`src/rtl/extbus_pkg.sv`:
```
package extbus_pkg;

   typedef enum logic [1:0] {
      PH_IDLE   = 2'd0,
      PH_SETUP  = 2'd1,
      PH_STROBE = 2'd2,
      PH_HOLD   = 2'd3
   } phase_e;

   typedef enum logic [1:0] {
      AM_COUNT    = 2'b00,
      AM_ACK      = 2'b01,
      AM_BOTH     = 2'b10,
      AM_BOTH_ALT = 2'b11
   } ack_mode_e;

   // Decides whether the current strobe cycle is the last one.
   function automatic logic strobe_ends(input logic [1:0] mode,
                                        input logic       count_met,
                                        input logic       ack);
      logic r;
      case (mode)
         AM_COUNT: r = count_met;
         AM_ACK:   r = ack;
         default:  r = count_met & ack;
      endcase
      return r;
   endfunction

endpackage

```
`src/rtl/extbus_bank_decode.sv`:
```
module extbus_bank_decode #(
   parameter int HI_W      = 6,
   parameter int BANK_BITS = 2,
   parameter int EXT_TAG   = 1
) (
   input  logic [HI_W-1:0]          addr_hi,
   output logic                     in_region,
   output logic [BANK_BITS-1:0]     bank_idx,
   output logic [(1<<BANK_BITS)-1:0] sel_onehot
);
   localparam int NUM_BANKS = 1 << BANK_BITS;
   localparam int TAG_W     = HI_W - BANK_BITS;

   if (TAG_W < 1) begin : g_bad_tag
      $error("extbus_bank_decode: no address bits left for the region tag");
   end

   assign in_region = (addr_hi[HI_W-1:BANK_BITS] == TAG_W'(EXT_TAG));
   assign bank_idx  = addr_hi[BANK_BITS-1:0];

   for (genvar b = 0; b < NUM_BANKS; b++) begin : g_sel
      assign sel_onehot[b] = in_region && (bank_idx == BANK_BITS'(b));
   end
endmodule

```
`src/rtl/extbus_cfg_select.sv`:
```
module extbus_cfg_select #(
   parameter int NUM_BANKS = 4,
   parameter int BANK_BITS = 2,
   parameter int WAIT_W    = 3
) (
   input  logic [NUM_BANKS*WAIT_W-1:0] wait_flat,
   input  logic [NUM_BANKS*2-1:0]      mode_flat,
   input  logic [BANK_BITS-1:0]        bank_idx,
   input  logic                        in_region,
   output logic [WAIT_W-1:0]           wait_sel,
   output logic [1:0]                  mode_sel
);
   import extbus_pkg::*;

   logic [WAIT_W-1:0] wait_arr [NUM_BANKS];
   logic [1:0]        mode_arr [NUM_BANKS];

   for (genvar b = 0; b < NUM_BANKS; b++) begin : g_unpack
      assign wait_arr[b] = wait_flat[b*WAIT_W +: WAIT_W];
      assign mode_arr[b] = mode_flat[b*2 +: 2];
   end

   // Out-of-region accesses run the shortest count-only cycle.
   always_comb begin
      if (in_region) begin
         wait_sel = wait_arr[bank_idx];
         mode_sel = mode_arr[bank_idx];
      end else begin
         wait_sel = '0;
         mode_sel = AM_COUNT;
      end
   end
endmodule

```
`src/rtl/extbus_strobe_timer.sv`:
```
module extbus_strobe_timer #(
   parameter int WAIT_W = 3
) (
   input  logic              clk,
   input  logic              rst_n,
   input  logic              start,
   input  logic              run,
   input  logic [WAIT_W-1:0] wait_lim,
   input  logic [1:0]        mode,
   input  logic              ack,
   output logic              last
);
   import extbus_pkg::*;

   logic [WAIT_W-1:0] elapsed;
   logic              count_met;

   assign count_met = (elapsed >= wait_lim);
   assign last      = run && strobe_ends(mode, count_met, ack);

   // Counts completed strobe cycles, saturating once the limit is met.
   always_ff @(posedge clk or negedge rst_n) begin
      if (!rst_n) begin
         elapsed <= '0;
      end else if (start) begin
         elapsed <= '0;
      end else if (run && !count_met) begin
         elapsed <= elapsed + 1'b1;
      end
   end
endmodule

```
`src/rtl/extbus_bank_ctrl.sv`:
```
module extbus_bank_ctrl #(
   parameter int ADDR_W    = 32,
   parameter int DATA_W    = 48,
   parameter int NARROW_W  = 32,
   parameter int NUM_BANKS = 4,
   parameter int BANK_LSB  = 26,
   parameter int WAIT_W    = 3,
   parameter int EXT_TAG   = 1
) (
   input  logic                        clk,
   input  logic                        rst_n,
   input  logic                        req_valid,
   input  logic [ADDR_W-1:0]           req_addr,
   input  logic [DATA_W-1:0]           req_wdata,
   input  logic                        req_write,
   input  logic                        narrow_mode,
   input  logic [NUM_BANKS*WAIT_W-1:0] bank_wait,
   input  logic [NUM_BANKS*2-1:0]      bank_mode,
   input  logic                        ext_ack,
   input  logic [DATA_W-1:0]           ext_data_in,
   output logic                        req_ready,
   output logic [ADDR_W-1:0]           ext_addr,
   output logic [DATA_W-1:0]           ext_data_out,
   output logic                        ext_data_oe,
   output logic                        ext_rd_n,
   output logic                        ext_wr_n,
   output logic [NUM_BANKS-1:0]        ext_bank_sel_n,
   output logic                        done,
   output logic [DATA_W-1:0]           rd_data
);
   import extbus_pkg::*;

   localparam int BANK_BITS = $clog2(NUM_BANKS);
   localparam int HI_W      = ADDR_W - BANK_LSB;

   if (NUM_BANKS < 2 || (1 << BANK_BITS) != NUM_BANKS) begin : g_bad_banks
      $error("extbus_bank_ctrl: NUM_BANKS must be a power of two >= 2");
   end
   if (BANK_LSB + BANK_BITS >= ADDR_W) begin : g_bad_lsb
      $error("extbus_bank_ctrl: bank field leaves no region tag bits");
   end
   if (NARROW_W < 1 || NARROW_W > DATA_W) begin : g_bad_narrow
      $error("extbus_bank_ctrl: NARROW_W must lie in 1..DATA_W");
   end
   if (WAIT_W < 1) begin : g_bad_wait
      $error("extbus_bank_ctrl: WAIT_W must be at least 1");
   end

   // ---------------- address decode and configuration pick ----------------
   logic                 dec_in_region;
   logic [BANK_BITS-1:0] dec_bank;
   logic [NUM_BANKS-1:0] dec_sel;
   logic [WAIT_W-1:0]    cfg_wait;
   logic [1:0]           cfg_mode;

   extbus_bank_decode #(
      .HI_W      (HI_W),
      .BANK_BITS (BANK_BITS),
      .EXT_TAG   (EXT_TAG)
   ) u_decode (
      .addr_hi    (req_addr[ADDR_W-1:BANK_LSB]),
      .in_region  (dec_in_region),
      .bank_idx   (dec_bank),
      .sel_onehot (dec_sel)
   );

   extbus_cfg_select #(
      .NUM_BANKS (NUM_BANKS),
      .BANK_BITS (BANK_BITS),
      .WAIT_W    (WAIT_W)
   ) u_cfg (
      .wait_flat (bank_wait),
      .mode_flat (bank_mode),
      .bank_idx  (dec_bank),
      .in_region (dec_in_region),
      .wait_sel  (cfg_wait),
      .mode_sel  (cfg_mode)
   );

   // ---------------- data width variant ----------------
   phase_e               phase;
   logic                 lat_narrow;
   logic [DATA_W-1:0]    wdata_fit;
   logic [DATA_W-1:0]    rdata_fit;

   if (NARROW_W < DATA_W) begin : g_narrow
      localparam int PAD_W = DATA_W - NARROW_W;
      assign wdata_fit = narrow_mode ? {{PAD_W{1'b0}}, req_wdata[NARROW_W-1:0]} : req_wdata;
      assign rdata_fit = lat_narrow  ? {{PAD_W{1'b0}}, ext_data_in[NARROW_W-1:0]} : ext_data_in;
   end else begin : g_full
      assign wdata_fit = req_wdata;
      assign rdata_fit = ext_data_in;
   end

   // ---------------- cycle sequencer ----------------
   logic                 accept;
   logic                 strobe_last;
   logic                 lat_write;
   logic [NUM_BANKS-1:0] lat_sel;
   logic [WAIT_W-1:0]    lat_wait;
   logic [1:0]           lat_mode;
   logic [DATA_W-1:0]    lat_wdata;
   logic [ADDR_W-1:0]    lat_addr;
   logic [DATA_W-1:0]    rd_q;
   logic                 done_q;

   assign req_ready = (phase == PH_IDLE);
   assign accept    = req_ready && req_valid;

   extbus_strobe_timer #(
      .WAIT_W (WAIT_W)
   ) u_timer (
      .clk      (clk),
      .rst_n    (rst_n),
      .start    (accept),
      .run      (phase == PH_STROBE),
      .wait_lim (lat_wait),
      .mode     (lat_mode),
      .ack      (ext_ack),
      .last     (strobe_last)
   );

   always_ff @(posedge clk or negedge rst_n) begin
      if (!rst_n) begin
         phase      <= PH_IDLE;
         lat_write  <= 1'b0;
         lat_narrow <= 1'b0;
         lat_sel    <= '0;
         lat_wait   <= '0;
         lat_mode   <= '0;
         lat_wdata  <= '0;
         lat_addr   <= '0;
      end else begin
         unique case (phase)
            PH_IDLE: begin
               if (accept) begin
                  phase      <= PH_SETUP;
                  lat_write  <= req_write;
                  lat_narrow <= narrow_mode;
                  lat_sel    <= dec_sel;
                  lat_wait   <= cfg_wait;
                  lat_mode   <= cfg_mode;
                  lat_wdata  <= wdata_fit;
                  lat_addr   <= req_addr;
               end
            end
            PH_SETUP:  phase <= PH_STROBE;
            PH_STROBE: if (strobe_last) phase <= PH_HOLD;
            PH_HOLD:   phase <= PH_IDLE;
            default:   phase <= PH_IDLE;
         endcase
      end
   end

   always_ff @(posedge clk or negedge rst_n) begin
      if (!rst_n) begin
         done_q <= 1'b0;
         rd_q   <= '0;
      end else begin
         done_q <= strobe_last;
         if (strobe_last && !lat_write) begin
            rd_q <= rdata_fit;
         end
      end
   end

   // ---------------- pin drive ----------------
   always_comb begin
      ext_bank_sel_n = '1;
      if (phase != PH_IDLE) begin
         ext_bank_sel_n = ~lat_sel;
      end
   end

   assign ext_rd_n     = !((phase == PH_STROBE) && !lat_write);
   assign ext_wr_n     = !((phase == PH_STROBE) &&  lat_write);
   assign ext_data_oe  = (phase != PH_IDLE) && lat_write;
   assign ext_data_out = lat_wdata;
   assign ext_addr     = lat_addr;
   assign done         = done_q;
   assign rd_data      = rd_q;

endmodule

```
`config.mk`:
```
export PLATFORM = sky130hd
export DESIGN_NAME = extbus_bank_ctrl
export DESIGN_NICKNAME = d
export VERILOG_FILES = /design/src/rtl/extbus_pkg.sv /design/src/rtl/extbus_bank_decode.sv /design/src/rtl/extbus_cfg_select.sv /design/src/rtl/extbus_strobe_timer.sv /design/src/rtl/extbus_bank_ctrl.sv
export SDC_FILE = /design/constraint.sdc
export NUM_CORES = 1
export LEC_CHECK = 0
export CAP_MARGIN = 20
export CORE_AREA = 2 2 130 132
export CTS_CLUSTER_DIAMETER = 200
export DETAILED_ROUTE_END_ITERATION = 6
export DIE_AREA = 0 0 132 134
export PLACE_DENSITY = 0.86
export SYNTH_ARGS = -nofsm -noshare
export SYNTH_HDL_FRONTEND = slang
export SYNTH_SLANG_ARGS = --single-unit
```
`constraint.sdc`:
```
create_clock -name clk -period 1.77 [get_ports clk]
set_input_delay 0.4425 -clock clk [delete_from_list [all_inputs] [get_ports clk]]
set_output_delay 0.4425 -clock clk [all_outputs]
set_load 0.005 [all_outputs]
```
==> results.txt, run 1 <==
Post-route setup slack: -0.2287 ns
VDD IR max: 0.9280 mV
Largest cells by area after synthesis: dfrtp_1 63%, mux2_2 18%, a22o_1 3.2%
FF+latch count, synth: 145
Die area: 17690 sq um
Num CTS Buffers: 17
Fmax: 500.3 MHz
Crit path kind: register to register
Top_reg_cell synth: dfrtp_1
Slowest-stage cell, CP: dfrtp_1
CTS tree: done
RSZ-0062 raised after global routing: yes
Synth Instances: 392
Register area share after synthesis: 62.89%
Worst Hold Class: register to register
Post-synth EDFFs: 0
Pwr/cell area: 1689 nW/um^2
Area growth syn-to-layout: 78.55%
Post-synth top area share: 62.89%
First-pass GRT wire length: 26940 um
Pre-Repair DR Iteration Count: 4
Die W: 132 um
Clk_skew: 0.01920 ns
Worst skew pair latency: 0.42 ns
Largest net degree at the start of global routing: 57
Hold Vio Cnt, Final: 0
H-tree Lvls: 4
Fin crit period: 1.999 ns
Vias in the first global route: 5099
Initial Util: 35.42%
Count of final setup violators: 54
Synthesized cell area: 5769 sq um
DRT iter0 DRCs: 168
Post-route DRC: 0
Placed Cells incl. Taps: 914
Die H: 134 um
Initial antenna violation count: 0
Synth async-reset ratio: 100.0%
Worst EP required: 2.06 ns
Drt via density: 4.697
Yosys warns: 0
Outcome: complete, but fails checks
Crit-path max cell delay: 0.42 ns
Clk sinks: 145
Syn nets: 552
I/O Buffers: 290
Crit path capture type: register
Detailed placer's ending HPWL: 12670 um
Remaining Overflow, GRT: 0
Fillers: 1199
Fin cells: 966
Dominant cell type by area after synthesis: dfrtp_1
Placer congestion estimate: 0.8106
Least-Margin Pin Slew: 0.4598 ns
Cells along the critical path: ha_4 > a21o_1 > a31oi_4 > o21a_4 > nor2_4 > buf_12 > mux2_2
Depth of the most critical reg-to-reg path: 7
Unique cell type count in the Yosys netlist: 32
Antenna viol nets, final: 0
CP startpoint kind: register
Max_cap viols: 0
IO Pins: 291
WP data arrival: 2.29 ns
Core region area: 16290 sq um
Critical-path maximum fanout: 16
Nets: 893
DR WL/cell: 18.07 um
Finished Core Util: 63.24%
Reg2Reg Setup Slack: -0.23 ns
Design Power: 17.40 mW
Leakage: 4.848 nW
Multi-input gate area: 2260 sq um
Clock transition at path regs: 0.07 ns
All-Layer GR Usage: 19.50%
WHS Path Cells: 2
Clock root cell: clkbuf_16
Slew HR: 69.25%
Failing checks: setup timing
Final wirelength: 17460 um
Syn_area_per_cell: 14.72 sq um
Rows: 47
Final Cycle Share: 112.9%
Via count: 4537
Deepest clock path buffer count: 2
Share of layout cells above drive strength 1: 29.09%
Register Area: 3628 sq um
Antenna diodes: 0
Final Max Tran Viols: 0
## cell usage in the layout, fill, tap and decap left out, types with 5 or more instances in the layout
cell type	Yosys	layout
clkdlybuf4s50_1	0	233
dfrtp_1	145	145
mux2_2	94	70
dlymetal6s2s_1	0	38
buf_4	0	37
mux2_4	4	28
nand2_1	24	22
a22o_1	21	21
nand2b_1	24	18
clkbuf_16	0	18
o21ai_0	19	17
buf_6	5	14
dlygate4sd2_1	0	10
buf_12	0	7
nand2b_4	0	6
inv_6	0	6
mux4_2	5	5
## per-layer routing
metal / part of all wire (%) / up-vias / global-route usage [%]
met4: 1.8 / 0 / 6.582
li1: - / 2064 / -
met2: 53 / 210 / 35.71
met1: 37 / 2244 / 21.09
met5: 0 / - / 0
met3: 7.9 / 19 / 6.614
## cells in the mapped netlist, types with 2 or more instances
cell type,instances
dfrtp_1,145
mux2_2,94
nand2_1,24
nand2b_1,24
a22o_1,21
o21ai_0,19
clkbuf_1,13
ha_1,6
buf_6,5
inv_1,5
mux4_2,5
a21oi_1,4
mux2_4,4
nor2b_1,3
buf_1,2
nor2_1,2
## stage by stage
step	cell area, sq um	setup TNS, ns	worst slack (ns)	hold WS (ns)
after global routing	10300	-12.08	-0.2810	0.5074
after detailed placement	9266	-22.86	-0.5615	0.3454
after global placement	9266	-18.57	-0.4075	0.3432
after CTS	10020	-9.133	-0.2310	0.4792
final	10300	-9.228	-0.2287	0.4853
after floorplan	5878	-2.822	-0.09565	0.1469
## final cells by class
class	instances	share of cell area [%]
inverter	5	0.1822
tap	220	2.672
multi-input combinational	222	21.94
sequential	145	35.22
clock inverter	14	1.640
clock buffer	18	4.263
timing repair buffer	342	34.08
## worst max-delay path: cells and delay by family, from the launching register on
| family | cells | cell delay (ns) |
|---|---|---|
| flops | 1 | 0.42 |
| fa+ha+maj | 1 | 0.30 |
| mux | 1 | 0.35 |
| compound gates | 3 | 0.44 |
| buf+inv | 1 | 0.19 |
| simple gates | 1 | 0.16 |
## where the power goes
| group | leakage (nW) | switching (mW) | internal, mW |
|---|---|---|---|
| Sequential | 1.78 | 0.899 | 4.86 |
| Combinational | 2.78 | 2.64 | 5.30 |
| Clock | 0.297 | 1.54 | 2.17 |
| Total | 4.85 | 5.08 | 12.3 |
## kinds of logic after synthesis
kind of cell,Yosys count,synth area share (%)
and+or+nand+nor,59,5.530
muxes,105,21.71
xor gates and xnor gates,2,0.3037
AOI/OAI and AO/OA,49,5.899
adders and majority gates,6,1.301
DFF,145,62.89
buffers and inverters,26,2.364
## final timing paths
path | startpoint | to
setup / recovery | u_timer.elapsed[2] | rd_data[30]
hold / removal | ext_data_out[38] | ext_data_out[38]
setup reg to reg | u_timer.elapsed[2] | rd_data[30]
hold reg to reg | ext_data_out[38] | ext_data_out[38]
min in group asynchronous | rst_n | ext_data_out[40]
max in group asynchronous | rst_n | ext_data_out[33]
## state kept, by name, indices dropped and copies added, names as in the netlist
| register | flops |
|---|---|
| done | 1 |
| ext_addr | 32 |
| ext_data_out | 48 |
| lat_mode | 2 |
| lat_narrow | 1 |
| lat_sel | 4 |
| lat_wait | 3 |
| lat_write | 1 |
| phase | 2 |
| rd_data | 48 |
| u_timer.elapsed | 3 |
## what timing repair did
action | 4_1_cts | 5_1_grt
pin swaps | 4 | 8
endpoints found under the setup margin | 71 | 102
hold buffers | 1 | 0
buffers inserted | 8 | 9
endpoints found under the hold margin | 27 | 0
gates resized for setup | 65 | 55
gates cloned | 1 | 1
Note: power is estimated with default switching activity, not from simulation.
==> inputs of run 2 (changes only) <==
Settings changed: ABC_AREA set to 1, CELL_PAD_IN_SITES_DETAIL_PLACEMENT set to 1, CELL_PAD_IN_SITES_GLOBAL_PLACEMENT set to 1, CORE_AREA 2 2 130 132 to 2 2 155 157, DIE_AREA 0 0 132 134 to 0 0 157 159.
==> run 2 against run 1 <==
Against the previous run: the run still ends with setup timing left; synthesized cell count up 69%; combinational power is 8.7% lower; critical path depth decreased by 1; die area rose by 41%; clock power is 4% higher; sequential cell count unchanged; sequential share of layout area down 0.32 points.
==> results.txt, run 2 <==
Outcome: complete, but fails checks
Failing checks: setup timing
Largest cells by area after synthesis: dfrtp_1 61%, nand2_1 21%, nand3_1 3.3%
WHS Path Cells: 2 (unchanged)
Rows: 56 (+19%)
Drt via density: 4.415 (-6.0%)
Placed Cells incl. Taps: 1264 (+38%)
Top-count cell post-synth: nand2_1
Crit path kind: register to output port
Critical-path maximum fanout: 5 (-11)
Count of final setup violators: 8 (-85%)
Worst Hold End: rd_data[41]
Worst skew pair latency: 0.41 ns (about the same)
Depth of the most critical reg-to-reg path: 9 (+2)
Leakage: 5.787 nW (+19%)
Post-synth top area share: 60.75% (-2.1 points)
Post-synth EDFFs: 0 (unchanged)
Reg2Reg Setup Slack: 0 ns (+0.23 ns)
Register area share after synthesis: 60.75% (-2.1 points)
Least-Margin Pin Slew: 0.4869 ns (+0.02705 ns)
Pre-Repair DR Iteration Count: 4 (unchanged)
Clk sinks: 145 (unchanged)
Die H: 159 um (+19%)
Pwr/cell area: 1599 nW/um^2 (-5.3%)
Most frequent cells in the layout: 327 x nand2_1, 190 x clkdlybuf4s50_1, 144 x dfrtp_1
Syn nets: 823 (+49%)
Multi-input gate area: 2140 sq um (-5.3%)
Design Power: 16.63 mW (-4.4%)
Top_reg_cell synth: dfrtp_1
Die area: 24960 sq um (+41%)
All-Layer GR Usage: 17.55% (-1.9 points)
Fin crit period: 1.826 ns (-0.1732 ns)
IO Pins: 291 (unchanged)
Clk_skew: 0.007685 ns (-0.01151 ns)
Pre-CTS setup slack: -0.1098 ns (+0.4518 ns)
VDD IR max: 0.6392 mV (-31%)
Vias in the first global route: 6436 (+26%)
Synth Instances: 663 (+69%)
Largest net degree at the start of global routing: 50 (-12%)
Core region area: 23190 sq um (+42%)
Clock root cell: clkbuf_16
R2R Path End: rd_data[40]
Remaining Overflow, GRT: 0 (unchanged)
Deepest clock path buffer count: 2 (unchanged)
CTS tree: done
FF-to-FF Start: phase[0]
Commonest non-fill, non-tap cell in the layout: nand2_1
Dominant cell type by area after synthesis: dfrtp_1
Hold Vio Cnt, Final: 0 (unchanged)
Detailed placer's ending HPWL: 15820 um (+25%)
Final Max Tran Viols: 0 (unchanged)
Hold path startpoint: rd_data[41]
H-tree Lvls: 4 (unchanged)
Final wirelength: 22660 um (+30%)
Final Cycle Share: 103.1% (-9.8 points)
First-pass GRT wire length: 34400 um (+28%)
Register Area: 3630 sq um (about the same)
Antenna viol nets, final: 0 (unchanged)
Worst Hold Class: register to register
Slew HR: 67.34% (-1.9 points)
Clock transition at path regs: 0.07 ns (about the same)
DR WL/cell: 17.23 um (-4.6%)
Syn_area_per_cell: 9.009 sq um (-39%)
RSZ-0062 raised after global routing: yes
Yosys warns: 0 (unchanged)
CP startpoint kind: register
Placed inst area: 9373 sq um (+1.1%)
Crit path capture type: output port
Fin cells: 1315 (+36%)
Nets: 1143 (+28%)
Initial Util: 25.76% (-9.7 points)
I/O Buffers: 290 (unchanged)
Fmax: 547.8 MHz (+9.5%)
Antenna diodes: 0 (unchanged)
Area growth syn-to-layout: 74.09%
FF+latch count, synth: 145 (unchanged)
Synthesized cell area: 5973 sq um (+3.5%)
Initial antenna violation count: 0 (unchanged)
Share of layout cells above drive strength 1: 10.74% (-18 points)
Unique cell type count in the Yosys netlist: 25 (-22%)
Synth async-reset ratio: 100.0% (unchanged)
Placer congestion estimate: 0.7591 (-6.4%)
DRT iter0 DRCs: 189 (+13%)
Fillers: 2614 (+120%)
Die W: 157 um (+19%)
Design Area, Final: 10400 sq um (+0.95%)
Post-synth top cells: 330 x nand2_1, 145 x dfrtp_1, 39 x nand3_1, 25 x o21ai_0, 18 x buf_2
Worst EP required: 1.33 ns (-0.73 ns)
Post-route setup slack: -0.05552 ns (+0.1732 ns)
WP data arrival: 1.38 ns (-0.91 ns)
Max_cap viols: 0 (unchanged)
Setup_tns: -0.3027 ns (+8.925 ns)
Via count: 5806 (+28%)
Num CTS Buffers: 17 (unchanged)
Post-route DRC: 0 (unchanged)
## run 2: cell type report
cell class	instances	area share, %
sequential	145	34.91
timing repair buffer	337	33.93
multi-input combinational	462	20.58
clock buffer	20	4.199
tap	319	3.838
clock inverter	12	1.757
inverter	20	0.7941
## run 2: critical path, stage by stage (launching register included)
cell	delay, ns
dfrtp_1	0.38
inv_2	0.07
buf_6	0.12
ha_4	0.17
inv_4	0.07
nand2_1	0.04
buf_2	0.12
## run 2: kinds of logic after synthesis
logic type | share of synthesized area, %
buffers and inverters | 4.713
adder cells (fa/ha/maj) | 1.257
flip-flops | 60.75
AND/OR/NAND/NOR | 27.88
AO/OA/AOI/OAI | 5.404
## run 2: report_power, final
| part | internal [mW] | switching (mW) | leakage, nW |
|---|---|---|---|
| logic | 3.83 | 3.41 | 3.65 |
| clock network | 2.37 | 1.48 | 0.291 |
| registers | 4.72 | 0.812 | 1.85 |
## run 2: per-stage QoR
step / hold slack [ns] / util [%]
6_report: 0.4676 / 44.84
5_1_grt: 0.4741 / 44.84
4_1_cts: 0.4590 / 43.30
3_5_place_dp: 0.3455 / 40.41
3_3_place_gp: 0.3448 / 40.41
2_1_floorplan: 0.1469 / -
## run 2: repair_timing
| action | 4_1_cts | 5_1_grt |
|---|---|---|
| setup buffers | 5 | 10 |
| pin swaps | 3 | 3 |
| gates cloned | 0 | 3 |
| endpoints found under the hold margin | 23 | 0 |
| resized for setup | 77 | 81 |
| hold buffers | 1 | 0 |
| endpoints found under the setup margin | 80 | 140 |
## run 2: metal layers
layer	vias up	wire length [um]	GRT usage, %
met1	2818	8911	19.84
met5	-	0	0
met3	21	2245	7.757
li1	2734	-	-
met4	0	316	5.421
met2	233	11190	29.67
## run 2: how the worst max path moves through the flow
stage / endpoint / start / depth (start not counted) / slack [ns]
2_1_floorplan: ext_rd_n / phase[0] / 7 / 0.11
3_3_place_gp: ext_rd_n / phase[0] / 6 / -0.03
3_5_place_dp: lat_sel[0] / req_valid / 6 / -0.11
4_1_cts: ext_bank_sel_n[3] / phase[0] / 6 / -0.09
5_1_grt: ext_bank_sel_n[1] / phase[0] / 6 / -0.12
6_report: ext_bank_sel_n[3] / phase[0] / 6 / -0.06
==> inputs of run 3 (changes only) <==
Settings changed: PLACE_DENSITY 0.86 to unset, PLACE_DENSITY_LB_ADDON set to 0.1.
==> run 3 against run 2 <==
Against the previous run: cell area rose by 0.73%; the run still ends with setup timing left; setup slack improved by 0.025 ns; maximum frequency rose by 1.4%; power fell by 1.1%; sequential power fell by 2%; first-iteration DRC count fell by 14%; non-clock buffer count rose by 7; core utilization rose by 0.33 points; via count fell by 1.1%; count of clock-buffer cells in the layout fell by 1; sequential cell count did not move; clock power fell by 4%.
==> results.txt, run 3 (synthesis results as in run 2) <==
Clk sinks: 145 (unchanged)
Vias in the first global route: 5970 (-7.2%)
Num CTS Buffers: 17 (unchanged)
Hold Vio Cnt, Final: 0 (unchanged)
Nets: 1150 (+0.61%)
M3 GR Usage: 7.077% (-0.68 points)
I/O Buffers: 290 (unchanged)
Placer congestion estimate: 0.7040 (-7.3%)
Initial antenna violation count: 0 (unchanged)
Clock root cell: clkbuf_16
Fmax: 555.5 MHz (+1.4%)
Depth of the most critical reg-to-reg path: 12 (+3)
Remaining Overflow, GRT: 0 (unchanged)
Final Max Tran Viols: 0 (unchanged)
Clock transition at path regs: 0.07 ns (about the same)
Placed inst area: 9418 sq um (+0.48%)
Worst Hold Class: input pin to asynchronous set/reset pin
Register Area: 3630 sq um (unchanged)
Outcome: complete, but fails checks
CP startpoint kind: register
WHS: 0.4347 ns (-0.03286 ns)
Commonest non-fill, non-tap cell in the layout: nand2_1
WP data arrival: 1.36 ns (-0.02 ns)
H-tree Lvls: 4 (unchanged)
Core region area: 23190 sq um (unchanged)
Largest net degree at the start of global routing: 49 (-2.0%)
Antenna diodes: 0 (unchanged)
Leakage: 5.765 nW (-0.38%)
DR WL/cell: 16.57 um (-3.8%)
Share of layout cells above drive strength 1: 12.06% (+1.3 points)
Crit path capture type: output port
Antenna viol nets, final: 0 (unchanged)
Worst skew pair latency: 0.43 ns (+0.02 ns)
Die area: 24960 sq um (unchanged)
Count of final setup violators: 1 (-7)
Drt via density: 4.343 (-1.6%)
Failing checks: setup timing
Die W: 157 um (unchanged)
VDD IR max: 0.6679 mV (+4.5%)
Fin crit period: 1.800 ns (-0.02520 ns)
Rows: 56 (unchanged)
Design Area, Final: 10480 sq um (+0.73%)
Gr busiest metal: met2
Multi-input gate area: 2140 sq um (unchanged)
Post-route setup slack: -0.03032 ns (+0.02520 ns)
Detailed placer's ending HPWL: 14890 um (-5.8%)
Final wirelength: 21910 um (-3.3%)
Die H: 159 um (unchanged)
RSZ-0062 raised after global routing: yes
Design Power: 16.45 mW (-1.1%)
Post-route DRC: 0 (unchanged)
Deepest clock path buffer count: 2 (unchanged)
Clk_skew: 0.01228 ns (+0.004596 ns)
Worst EP required: 1.33 ns (about the same)
IO Pins: 291 (unchanged)
CTS tree: done
Initial Util: 25.76% (unchanged)
Pwr/cell area: 1570 nW/um^2 (-1.8%)
Max_cap viols: 0 (unchanged)
Most frequent cells in the layout: 325 x nand2_1, 179 x clkdlybuf4s50_1, 144 x dfrtp_1
Least-Margin Pin Slew: 0.5064 ns (+0.01952 ns)
Finished Core Util: 45.17% (+0.33 points)
Critical-path maximum fanout: 2 (-3)
Via count: 5742 (-1.1%)
Met2 usage: 26.38% (-3.3 points)
Met1 global-route usage: 21.88% (+2.0 points)
Crit path kind: register to output port
Fillers: 2640 (+0.99%)
Final Cycle Share: 101.7% (-1.4 points)
Pre-Repair DR Iteration Count: 4 (unchanged)
All-Layer GR Usage: 17.11% (-0.44 points)
DRT iter0 DRCs: 162 (-14%)
First-pass GRT wire length: 33180 um (-3.6%)
Slew HR: 66.03% (-1.3 points)
Area growth syn-to-layout: 75.37%
run 3: final cells by class:
cell class / count / area share, %
clock buffers: 19 / 4.228
clock inverters: 13 / 1.445
inverters: 20 / 0.8122
multi-input cells: 462 / 20.43
flip-flops and latches: 145 / 34.65
well taps: 319 / 3.810
repair buffers: 344 / 34.63
run 3: final timing paths:
| kind | from | to | slack (ns) |
|---|---|---|---|
| max in group asynchronous | rst_n | ext_addr[27] | 0.78 |
| min in group clk | rd_data[3] | rd_data[3] | 0.47 |
| min reg2reg | rd_data[3] | rd_data[3] | 0.47 |
| min | rst_n | rd_data[42] | 0.43 |
| max reg2reg | u_timer.elapsed[0] | rd_data[26] | 0.10 |
| max | phase[0] | ext_rd_n | -0.03 |
run 3: layer usage:
metal  vias up  part of all wire [%]
met5         -                     0
met2       199                    47
li1       2754                     -
met4         0                   1.3
met1      2772                    43
met3        17                   8.8
run 3: report_power, final:
group | switching (mW) | internal [mW] | leakage, nW
registers | 0.731 | 4.71 | 1.85
clock network | 1.56 | 2.14 | 0.277
logic | 3.38 | 3.92 | 3.64
run 3: worst max-delay path: stages, from the launching register on:
cell and delay [ns]:
dfrtp_1 0.39, inv_2 0.10, ha_4 0.14, inv_2 0.04
nor2_4 0.11, inv_2 0.04, buf_6 0.11
run 3: timing repair:
action / in CTS / in global routing
hold buffers: 1 / 0
hold endpoints to repair: 17 / 0
endpoints found under the setup margin: 60 / 155
gates resized for setup: 93 / 77
pin swaps: 4 / 4
setup buffers: 2 / 14
cloned: 0 / 8
run 3: through the flow:
stage / instances / setup WS, ns / TNS (ns)
floorplan: 663 / 0.1105 / 0
global placement: 1265 / -0.02111 / -0.02111
detailed placement: 1265 / -0.02955 / -0.1327
CTS: 1300 / -0.09804 / -0.3259
global route: 1322 / -0.1113 / -0.5233
finish: 1322 / -0.03032 / -0.03032
